<file path="src/rtl/simd_pkg.sv">
package simd_pkg;

  typedef enum logic [1:0] {
    PACK_B8  = 2'b00,
    PACK_H16 = 2'b01,
    PACK_W32 = 2'b10,
    PACK_W32_ALT = 2'b11
  } pack_e;

  localparam int OP_SUB_BIT = 0;
  localparam int OP_SAT_BIT = 1;

  // log2 of the number of base segments per lane for a packing code
  function automatic logic [1:0] lane_log2(input logic [1:0] mode);
    case (pack_e'(mode))
      PACK_B8:  lane_log2 = 2'd0;
      PACK_H16: lane_log2 = 2'd1;
      default:  lane_log2 = 2'd2;
    endcase
  endfunction

endpackage

</file>
<file path="src/rtl/simd_lane_map.sv">
module simd_lane_map #(
  parameter int NSEG = 8,
  localparam int IDXW = (NSEG > 1) ? $clog2(NSEG) : 1
) (
  input  logic [1:0]      mode,
  output logic [NSEG-1:0] seg_first,
  output logic [NSEG-1:0] seg_last,
  output logic [IDXW-1:0] seg_top [NSEG]
);
  import simd_pkg::*;

  logic [IDXW-1:0] span_m1;

  always_comb begin
    span_m1 = IDXW'((1 << lane_log2(mode)) - 1);
  end

  for (genvar i = 0; i < NSEG; i++) begin : g_seg
    localparam logic [IDXW-1:0] IDX = IDXW'(i);
    always_comb begin
      seg_first[i] = ((IDX & span_m1) == '0);
      seg_last[i]  = ((IDX & span_m1) == span_m1);
      seg_top[i]   = IDX | span_m1;
    end
  end

endmodule

</file>
<file path="src/rtl/simd_seg_add.sv">
module simd_seg_add #(
  parameter int SEG_W = 8
) (
  input  logic [SEG_W-1:0] a,
  input  logic [SEG_W-1:0] b,
  input  logic             cin,
  output logic [SEG_W-1:0] sum,
  output logic             cout,
  output logic             c_msb
);
  logic [SEG_W-1:0] low;
  logic [1:0]       high;

  always_comb begin
    low  = {1'b0, a[SEG_W-2:0]} + {1'b0, b[SEG_W-2:0]} + SEG_W'(cin);
    c_msb = low[SEG_W-1];
    high = {1'b0, a[SEG_W-1]} + {1'b0, b[SEG_W-1]} + {1'b0, c_msb};
    sum  = {high[0], low[SEG_W-2:0]};
    cout = high[1];
  end

endmodule

</file>
<file path="src/rtl/simd_seg_clamp.sv">
module simd_seg_clamp #(
  parameter int SEG_W = 8
) (
  input  logic [SEG_W-1:0] wrap_sum,
  input  logic             clamp,
  input  logic             signed_lane,
  input  logic             is_sub,
  input  logic             is_top,
  input  logic             neg_limit,
  output logic [SEG_W-1:0] res
);
  always_comb begin
    if (!clamp) begin
      res = wrap_sum;
    end else if (signed_lane) begin
      // positive limit 0111..1, negative limit 1000..0 across the lane
      if (is_top) res = {neg_limit, {(SEG_W-1){~neg_limit}}};
      else        res = {SEG_W{~neg_limit}};
    end else begin
      res = is_sub ? '0 : '1;
    end
  end

endmodule

</file>
<file path="src/rtl/simd_sat_adder.sv">
module simd_sat_adder #(
  parameter int DATA_W = 64,
  parameter int SEG_W  = 8
) (
  input  logic              clk,
  input  logic              rst_n,
  input  logic              in_vld,
  input  logic [DATA_W-1:0] in_a,
  input  logic [DATA_W-1:0] in_b,
  input  logic [1:0]        in_mode,
  input  logic [1:0]        in_op,
  input  logic              in_signed,
  output logic              out_vld,
  output logic [DATA_W-1:0] out_res
);
  import simd_pkg::*;

  localparam int NSEG = DATA_W / SEG_W;
  localparam int IDXW = (NSEG > 1) ? $clog2(NSEG) : 1;

  logic              op_sub;
  logic              op_sat;
  logic [NSEG-1:0]   seg_first;
  logic [NSEG-1:0]   seg_last;
  logic [IDXW-1:0]   seg_top [NSEG];
  logic [NSEG-1:0]   seg_cin;
  logic [NSEG-1:0]   seg_cout;
  logic [NSEG-1:0]   seg_cmsb;
  logic [NSEG-1:0]   seg_ovf;
  logic [NSEG-1:0]   a_msb;
  logic [DATA_W-1:0] b_eff;
  logic [DATA_W-1:0] wrap_c;
  logic [DATA_W-1:0] res_c;

  assign op_sub = in_op[OP_SUB_BIT];
  assign op_sat = in_op[OP_SAT_BIT];
  assign b_eff  = op_sub ? ~in_b : in_b;

  simd_lane_map #(.NSEG(NSEG)) u_map (
    .mode      (in_mode),
    .seg_first (seg_first),
    .seg_last  (seg_last),
    .seg_top   (seg_top)
  );

  for (genvar i = 0; i < NSEG; i++) begin : g_seg
    localparam int LO = i * SEG_W;

    // carry chain cut at lane starts; subtract injects +1 there
    if (i == 0) begin : g_c0
      assign seg_cin[i] = op_sub;
    end else begin : g_cn
      assign seg_cin[i] = seg_first[i] ? op_sub : seg_cout[i-1];
    end

    simd_seg_add #(.SEG_W(SEG_W)) u_add (
      .a     (in_a[LO +: SEG_W]),
      .b     (b_eff[LO +: SEG_W]),
      .cin   (seg_cin[i]),
      .sum   (wrap_c[LO +: SEG_W]),
      .cout  (seg_cout[i]),
      .c_msb (seg_cmsb[i])
    );

    assign a_msb[i] = in_a[LO + SEG_W - 1];

    // overflow flag, meaningful at the lane's top segment
    always_comb begin
      if (in_signed) seg_ovf[i] = seg_cmsb[i] ^ seg_cout[i];
      else           seg_ovf[i] = op_sub ? ~seg_cout[i] : seg_cout[i];
    end

    simd_seg_clamp #(.SEG_W(SEG_W)) u_clamp (
      .wrap_sum    (wrap_c[LO +: SEG_W]),
      .clamp       (op_sat & seg_ovf[seg_top[i]]),
      .signed_lane (in_signed),
      .is_sub      (op_sub),
      .is_top      (seg_last[i]),
      .neg_limit   (a_msb[seg_top[i]]),
      .res         (res_c[LO +: SEG_W])
    );
  end

  always_ff @(posedge clk) begin
    if (!rst_n) begin
      out_vld <= 1'b0;
      out_res <= '0;
    end else begin
      out_vld <= in_vld;
      if (in_vld) out_res <= res_c;
    end
  end

endmodule

</file>
<file path="config.mk">
export PLATFORM = sky130hd
export DESIGN_NAME = simd_sat_adder
export DESIGN_NICKNAME = d
export VERILOG_FILES = /design/src/rtl/simd_pkg.sv /design/src/rtl/simd_lane_map.sv /design/src/rtl/simd_seg_add.sv /design/src/rtl/simd_seg_clamp.sv /design/src/rtl/simd_sat_adder.sv
export SDC_FILE = /design/constraint.sdc
export NUM_CORES = 1
export LEC_CHECK = 0
export BUFFER_PORTS_ARGS = -buffer_cell sky130_fd_sc_hd__buf_2
export CAP_MARGIN = 20
export CORE_ASPECT_RATIO = 0.7
export CORE_UTILIZATION = 57
export DETAILED_ROUTE_END_ITERATION = 7
export PLACE_DENSITY = 0.83
export SYNTH_ARGS = -nofsm -noshare
export SYNTH_HDL_FRONTEND = slang
export SYNTH_HIERARCHICAL = 1
export SYNTH_SLANG_ARGS = --single-unit
</file>
<file path="constraint.sdc">
create_clock -name clk -period 15.2 [get_ports clk]
set_input_delay 3.04 -clock clk [delete_from_list [all_inputs] [get_ports clk]]
set_output_delay 3.04 -clock clk [all_outputs]
set_load 0.01 [all_outputs]
</file>
# == Word-level counts from Yosys, hierarchy flattened ==
# Cells that the tools add are included.
# classes
n_shift,1
n_mux,77
eq_ne,1
n_reduce_logical,11
order_cmp,7
addsub,33
n_bitwise,33
# ops
op,count
$mux 8,24
$add 7x7->8,8
$add 8x1->8,8
$mux 64,1
$not 64->64,1
$mux 1,43
$lt 3x4->1 const B,7
$logic_not 3->1,7
$add 1x1->2,8
$add 2x1->2,8
$not 1->1,16
$bmux 1 s2,6
$and 1x1->1,8
$logic_not 2->1,4
$xor 1x1->1,8
$bmux 1 s3,2
$pmux 2 s2,1
$shl 1x2->3 const A,1
$sub 3x2->3 const B,1
$eq 2x1->1 const B,1
# totals
reg_bits,65
inputBits,136
output_inout_bits,65
word_cells,165

# == Depth between registers and ports, before layout ==
# depth
depth_word,33
mapped_depth,83
depth_no_buf,72

# == Hierarchy ==
# Netlist, hierarchy kept.
# modules_own_cells
module,cells_per_inst,seq_area_each_um2,n_inst,area_each_um2
simd_sat_adder,566,1301.2,1,5311.3
simd_seg_add at g_seg[0].u_add ...,42,0.0,5,334.1
simd_seg_clamp,22,0.0,8,111.4
simd_seg_add at g_seg[5].u_add ...,42,0.0,2,326.6
simd_seg_add at g_seg[7].u_add,44,0.0,1,340.3
simd_lane_map,42,0.0,1,295.3

# == Worst setup path before layout ==
# No wires, ideal clock.
# synth_path
kind,input-to-reg
start,input port in_op[0]
end,register out_res[3]
path_slack_ns,3.015
setup_time_ns,0.117
t_arrival_ns,12.069
cell_stages,49
n_path_buf,9
t_required_ns,15.083
cell_sequence,buf_2 buf_2 buf_2 xor2_1 fa_1 a21oi_1 nor2b_1 a311o_2 a31oi_1 fa_1 inv_1 clkbuf_1 mux2_2 fa_1 a21oi_1 nor2b_1 a311o_2 a31oi_1 [... 13 more ...] fa_1 a21oi_1 nor2b_1 a311o_2 a31oi_1 fa_1 inv_1 buf_2 clkbuf_1 nor4bb_1 nand2_1 nand3_1 nor4_1 buf_4 nand2_2 o21ai_0 mux2i_1 nor2b_1
# synth_between
elab_chain_len,32
word_cells_on_any_way,78
classes_between,add/sub: 32; mux: 29; bitwise: 17
# synth_lines
item,line,source
"start, declared",simd_sat_adder.sv:11,"input logic [1:0] in_op,"
$mux 64 (*),simd_sat_adder.sv:37,assign b_eff = op_sub ? ~in_b : in_b;
named net b_eff[0],simd_sat_adder.sv:31,logic [DATA_W-1:0] b_eff;
$add 7x7->8 (*),simd_seg_add.sv:15,"low = {1'b0, a[SEG_W-2:0]} + {1'b0, b[SEG_W-2:0]} + SEG_W'(cin);"
$add 8x1->8 (*),simd_seg_add.sv:15,
$add 2x1->2 (*),simd_seg_add.sv:17,"high = {1'b0, a[SEG_W-1]} + {1'b0, b[SEG_W-1]} + {1'b0, c_msb};"
named net seg_cout[0],simd_sat_adder.sv:27,logic [NSEG-1:0] seg_cout;
$mux 1 (*),simd_sat_adder.sv:53,assign seg_cin[i] = seg_first[i] ? op_sub : seg_cout[i-1];
named net seg_cin[1],simd_sat_adder.sv:26,logic [NSEG-1:0] seg_cin;
[... 2 more ...],-,
named net seg_cout[1],simd_sat_adder.sv:27,
[... 1 more ...],-,
named net seg_cin[2],simd_sat_adder.sv:26,
[... 2 more ...],-,
named net seg_cout[2],simd_sat_adder.sv:27,
[... 1 more ...],-,
named net seg_cin[3],simd_sat_adder.sv:26,
[... 2 more ...],-,
named net seg_cout[3],simd_sat_adder.sv:27,
[... 12 more ...],-,
$not 1->1,simd_sat_adder.sv:70,else seg_ovf[i] = op_sub ? ~seg_cout[i] : seg_cout[i];
$mux 1,simd_sat_adder.sv:70,
$mux 1,simd_sat_adder.sv:69,if (in_signed) seg_ovf[i] = seg_cmsb[i] ^ seg_cout[i];
$bmux 1 s3 (*),simd_sat_adder.sv:75,".clamp (op_sat & seg_ovf[seg_top[i]]),"
$mux 1 (implied by the code) (*),simd_sat_adder.sv:75,
$and 1x1->1 (*),simd_sat_adder.sv:75,
$mux 8 (*),simd_seg_clamp.sv:13,if (!clamp) begin
named net res_c[3],simd_sat_adder.sv:33,logic [DATA_W-1:0] res_c;
"end signal, assigned",simd_sat_adder.sv:90,if (in_vld) out_res <= res_c;
"end, declared",simd_sat_adder.sv:14,output logic [DATA_W-1:0] out_res
# Mark *: on every way through the listed nets, which the timed path passes. The rest lies on a longest branch. The select of a mux whose other input is x is not followed.
# A chain may end at the register's enable or synchronous reset.

# == Worst setup path in the final report ==
# layout_path
start,input port in_op[0]
end,register out_res[15]
# layout_between
elab_chain_len,32
word_cells_on_any_way,62
classes_between,add/sub: 32; mux: 21; bitwise: 9
# layout_lines
item,line
$mux 64 (*),simd_sat_adder.sv:37
named net b_eff[0],simd_sat_adder.sv:31
$add 7x7->8 (*),simd_seg_add.sv:15
$add 8x1->8 (*),simd_seg_add.sv:15
$add 2x1->2 (*),simd_seg_add.sv:17
named net seg_cout[0],simd_sat_adder.sv:27
$mux 1 (*),simd_sat_adder.sv:53
named net seg_cin[1],simd_sat_adder.sv:26
[... 2 more ...],-
named net seg_cout[1],simd_sat_adder.sv:27
[... 1 more ...],-
named net seg_cin[2],simd_sat_adder.sv:26
[... 2 more ...],-
named net seg_cout[2],simd_sat_adder.sv:27
[... 1 more ...],-
named net seg_cin[3],simd_sat_adder.sv:26
[... 2 more ...],-
named net seg_cout[3],simd_sat_adder.sv:27
[... 12 more ...],-
$not 1->1,simd_sat_adder.sv:70
$mux 1,simd_sat_adder.sv:70
$mux 1,simd_sat_adder.sv:69
$bmux 1 s2 (*),simd_sat_adder.sv:75
$mux 1 (implied by the code) (*),simd_sat_adder.sv:75
$and 1x1->1 (*),simd_sat_adder.sv:75
$mux 8 (*),simd_seg_clamp.sv:13
named net res_c[15],simd_sat_adder.sv:33
# Marks and branches as above.

==> impl_metrics.toml <==
[status]
outcome = "finished, final reports clean"

[critical_path]
crit_top_cell = "fa_1"
crit_slowest_cell = "buf_4"
crit_required_ns = 15.42
slowest_delay_ns = 0.64
cp-end-kind = "register"
critPathKind = "input port to register"
arrival_ns = 13.19
start_kind = "input port"
path_max_fanout = 59

[global_routing]
grtUsageTotal = 0.274
grt_first_pass_wirelength_microns = 36800
grt-ovfl-total = 0
grt_max_degree = 66
antenna_found_initial = 0
grt_pass1_vias = 7572

[timing]
rsz0062_at_grt = "false"
finalCritPeriodShare = 0.853
finalHoldViolations = 0
holdWs_ns = 0.510
fin_setup_tns_ns = 0
finalClockSkew_ns = 0
final_max_slew_viol_count = 0
max_freq_mhz = 77.1
period_minus_slack_ns = 12.97
max_slew_margin = 0.237
setup_violations = 0
worst_slew_pin_slew_ns = 1.14

[placed_design]
portBuffers = 200
hpwlAfterDp_microns = 16600
place.gp.congestion = 0.885

[floorplanning]
die_area_sq_um = 16600
io_pins = 201
fp.dieW_microns = 153
row_count = 38
core_sq_um = 15600
die_height_microns = 108
start_util = 0.587

[clock_network]
cts_made_buffers = 9
clk_pin_slew_worst_paths_ns = 0.05
ctsHoldBuffers = 0
cts_tree = "yes"
clk_latency_ns = 0.33
cts-resized-gates = 0
postCtsSetupRepairBufs = 0
clockBufferDepth = 2
cts-root-buf = "clkbuf_16"
htree_levels = 3
cts.sinks = 65

[pwr]
power_leakage_nw = 5.07
p_total_w = 0.000920
p_per_area_nw_per_um2 = 89.5
ir_drop_v = 0.0000470

[synth]
syn_area_per_cell_sq_um = 8.17
syn_area_sq_um = 9150
ys_warn_count = 6
syn_inst = 1121

[detailed_routing]
drt-wirelength-per-cell_microns = 15.7
vias = 8215
wirelength_microns = 22800
drtIter0Drc = 560
first_pass_iters = 5
drc = 0
postRouteAntennaNets = 0
via_per_inst = 5.65

[hold_path]
hp-class = "register to register"

[cells_and_area]
final_util = 0.659
diodes = 0
layout-drive-gt1-share = 0.241
syn2layout_area_growth_pct = 12.3
nets = 1458

[flow_run]
drv_cap = 0
worst paths after layout:
check | from | depth (start not counted) | to | slack, ns
setup / recovery | in_op[0] | 43 | out_res[15] | 2.23
hold / removal | out_res[4] | 2 | out_res[4] | 0.51
setup reg to reg | out_res[61] | 2 | out_res[61] | 14.53
hold reg to reg | out_res[4] | 2 | out_res[4] | 0.51
state kept, by name (all words and copies together) (netlist names):
signal / cells
out_res: 64
out_vld: 1
final cells by class:
type | instances | area, sq um
multi-input combinational | 828 | 6800
fill | 1308 | 5310
sequential | 65 | 1300
timing repair buffer | 212 | 1100
inverter | 134 | 503
clock buffer | 11 | 253
tap | 200 | 250
clock inverter | 5 | 77.6
per-stage QoR:
step / instance area [sq um] / worst slack [ns] / std cells
floorplan: 9220 / 3.01 / 1138
global placement: 9950 / 2.45 / 1439
detailed placement: 9950 / 1.99 / 1439
CTS: 10300 / 2.32 / 1455
global route: 10300 / 1.48 / 1455
finish: 10300 / 2.23 / 1455
routing by layer:
metal / up-vias / global-route usage / routed length (microns)
met2: 318 / 0.442 / 10100
met4: 0 / 0.0764 / 408
met3: 40 / 0.0521 / 1760
met1: 3799 / 0.374 / 10600
met5: - / 0 / 0
li1: 4058 / - / -
worst max-delay path, delay by kind of cell:
kind	cells	cell delay, ns
xor gates and xnor gates	1	0.19
AOI/OAI and AO/OA	14	3.43
buffers and inverters	6	1.81
muxes	4	1.21
adders and majority gates	8	2.41
and+or+nand+nor	10	1.04
power by group:
group          internal [W]  switching [W]  leakage [nW]  total, W
Sequential         0.000197      0.0000141         0.536  0.000211
Clock              0.000152      0.0000793         0.162  0.000231
Combinational      0.000212       0.000266          4.37  0.000478
cell usage in the layout (no fill, tap or decap), drive strengths merged, types with 13 or more instances in the layout:
cell type / instances
a21oi: 31
a31oi: 22
buf: 212
conb: 19
dfxtp: 65
fa: 24
ha: 48
inv: 134
mux2: 15
mux2i: 106
mux4: 16
nand2: 35
nand3: 14
nand3b: 40
nor2: 47
nor2b: 100
nor4: 13
nor4bb: 16
o21ai: 78
xnor2: 26
xor2: 72
Power figures use the tool's default switching activity.
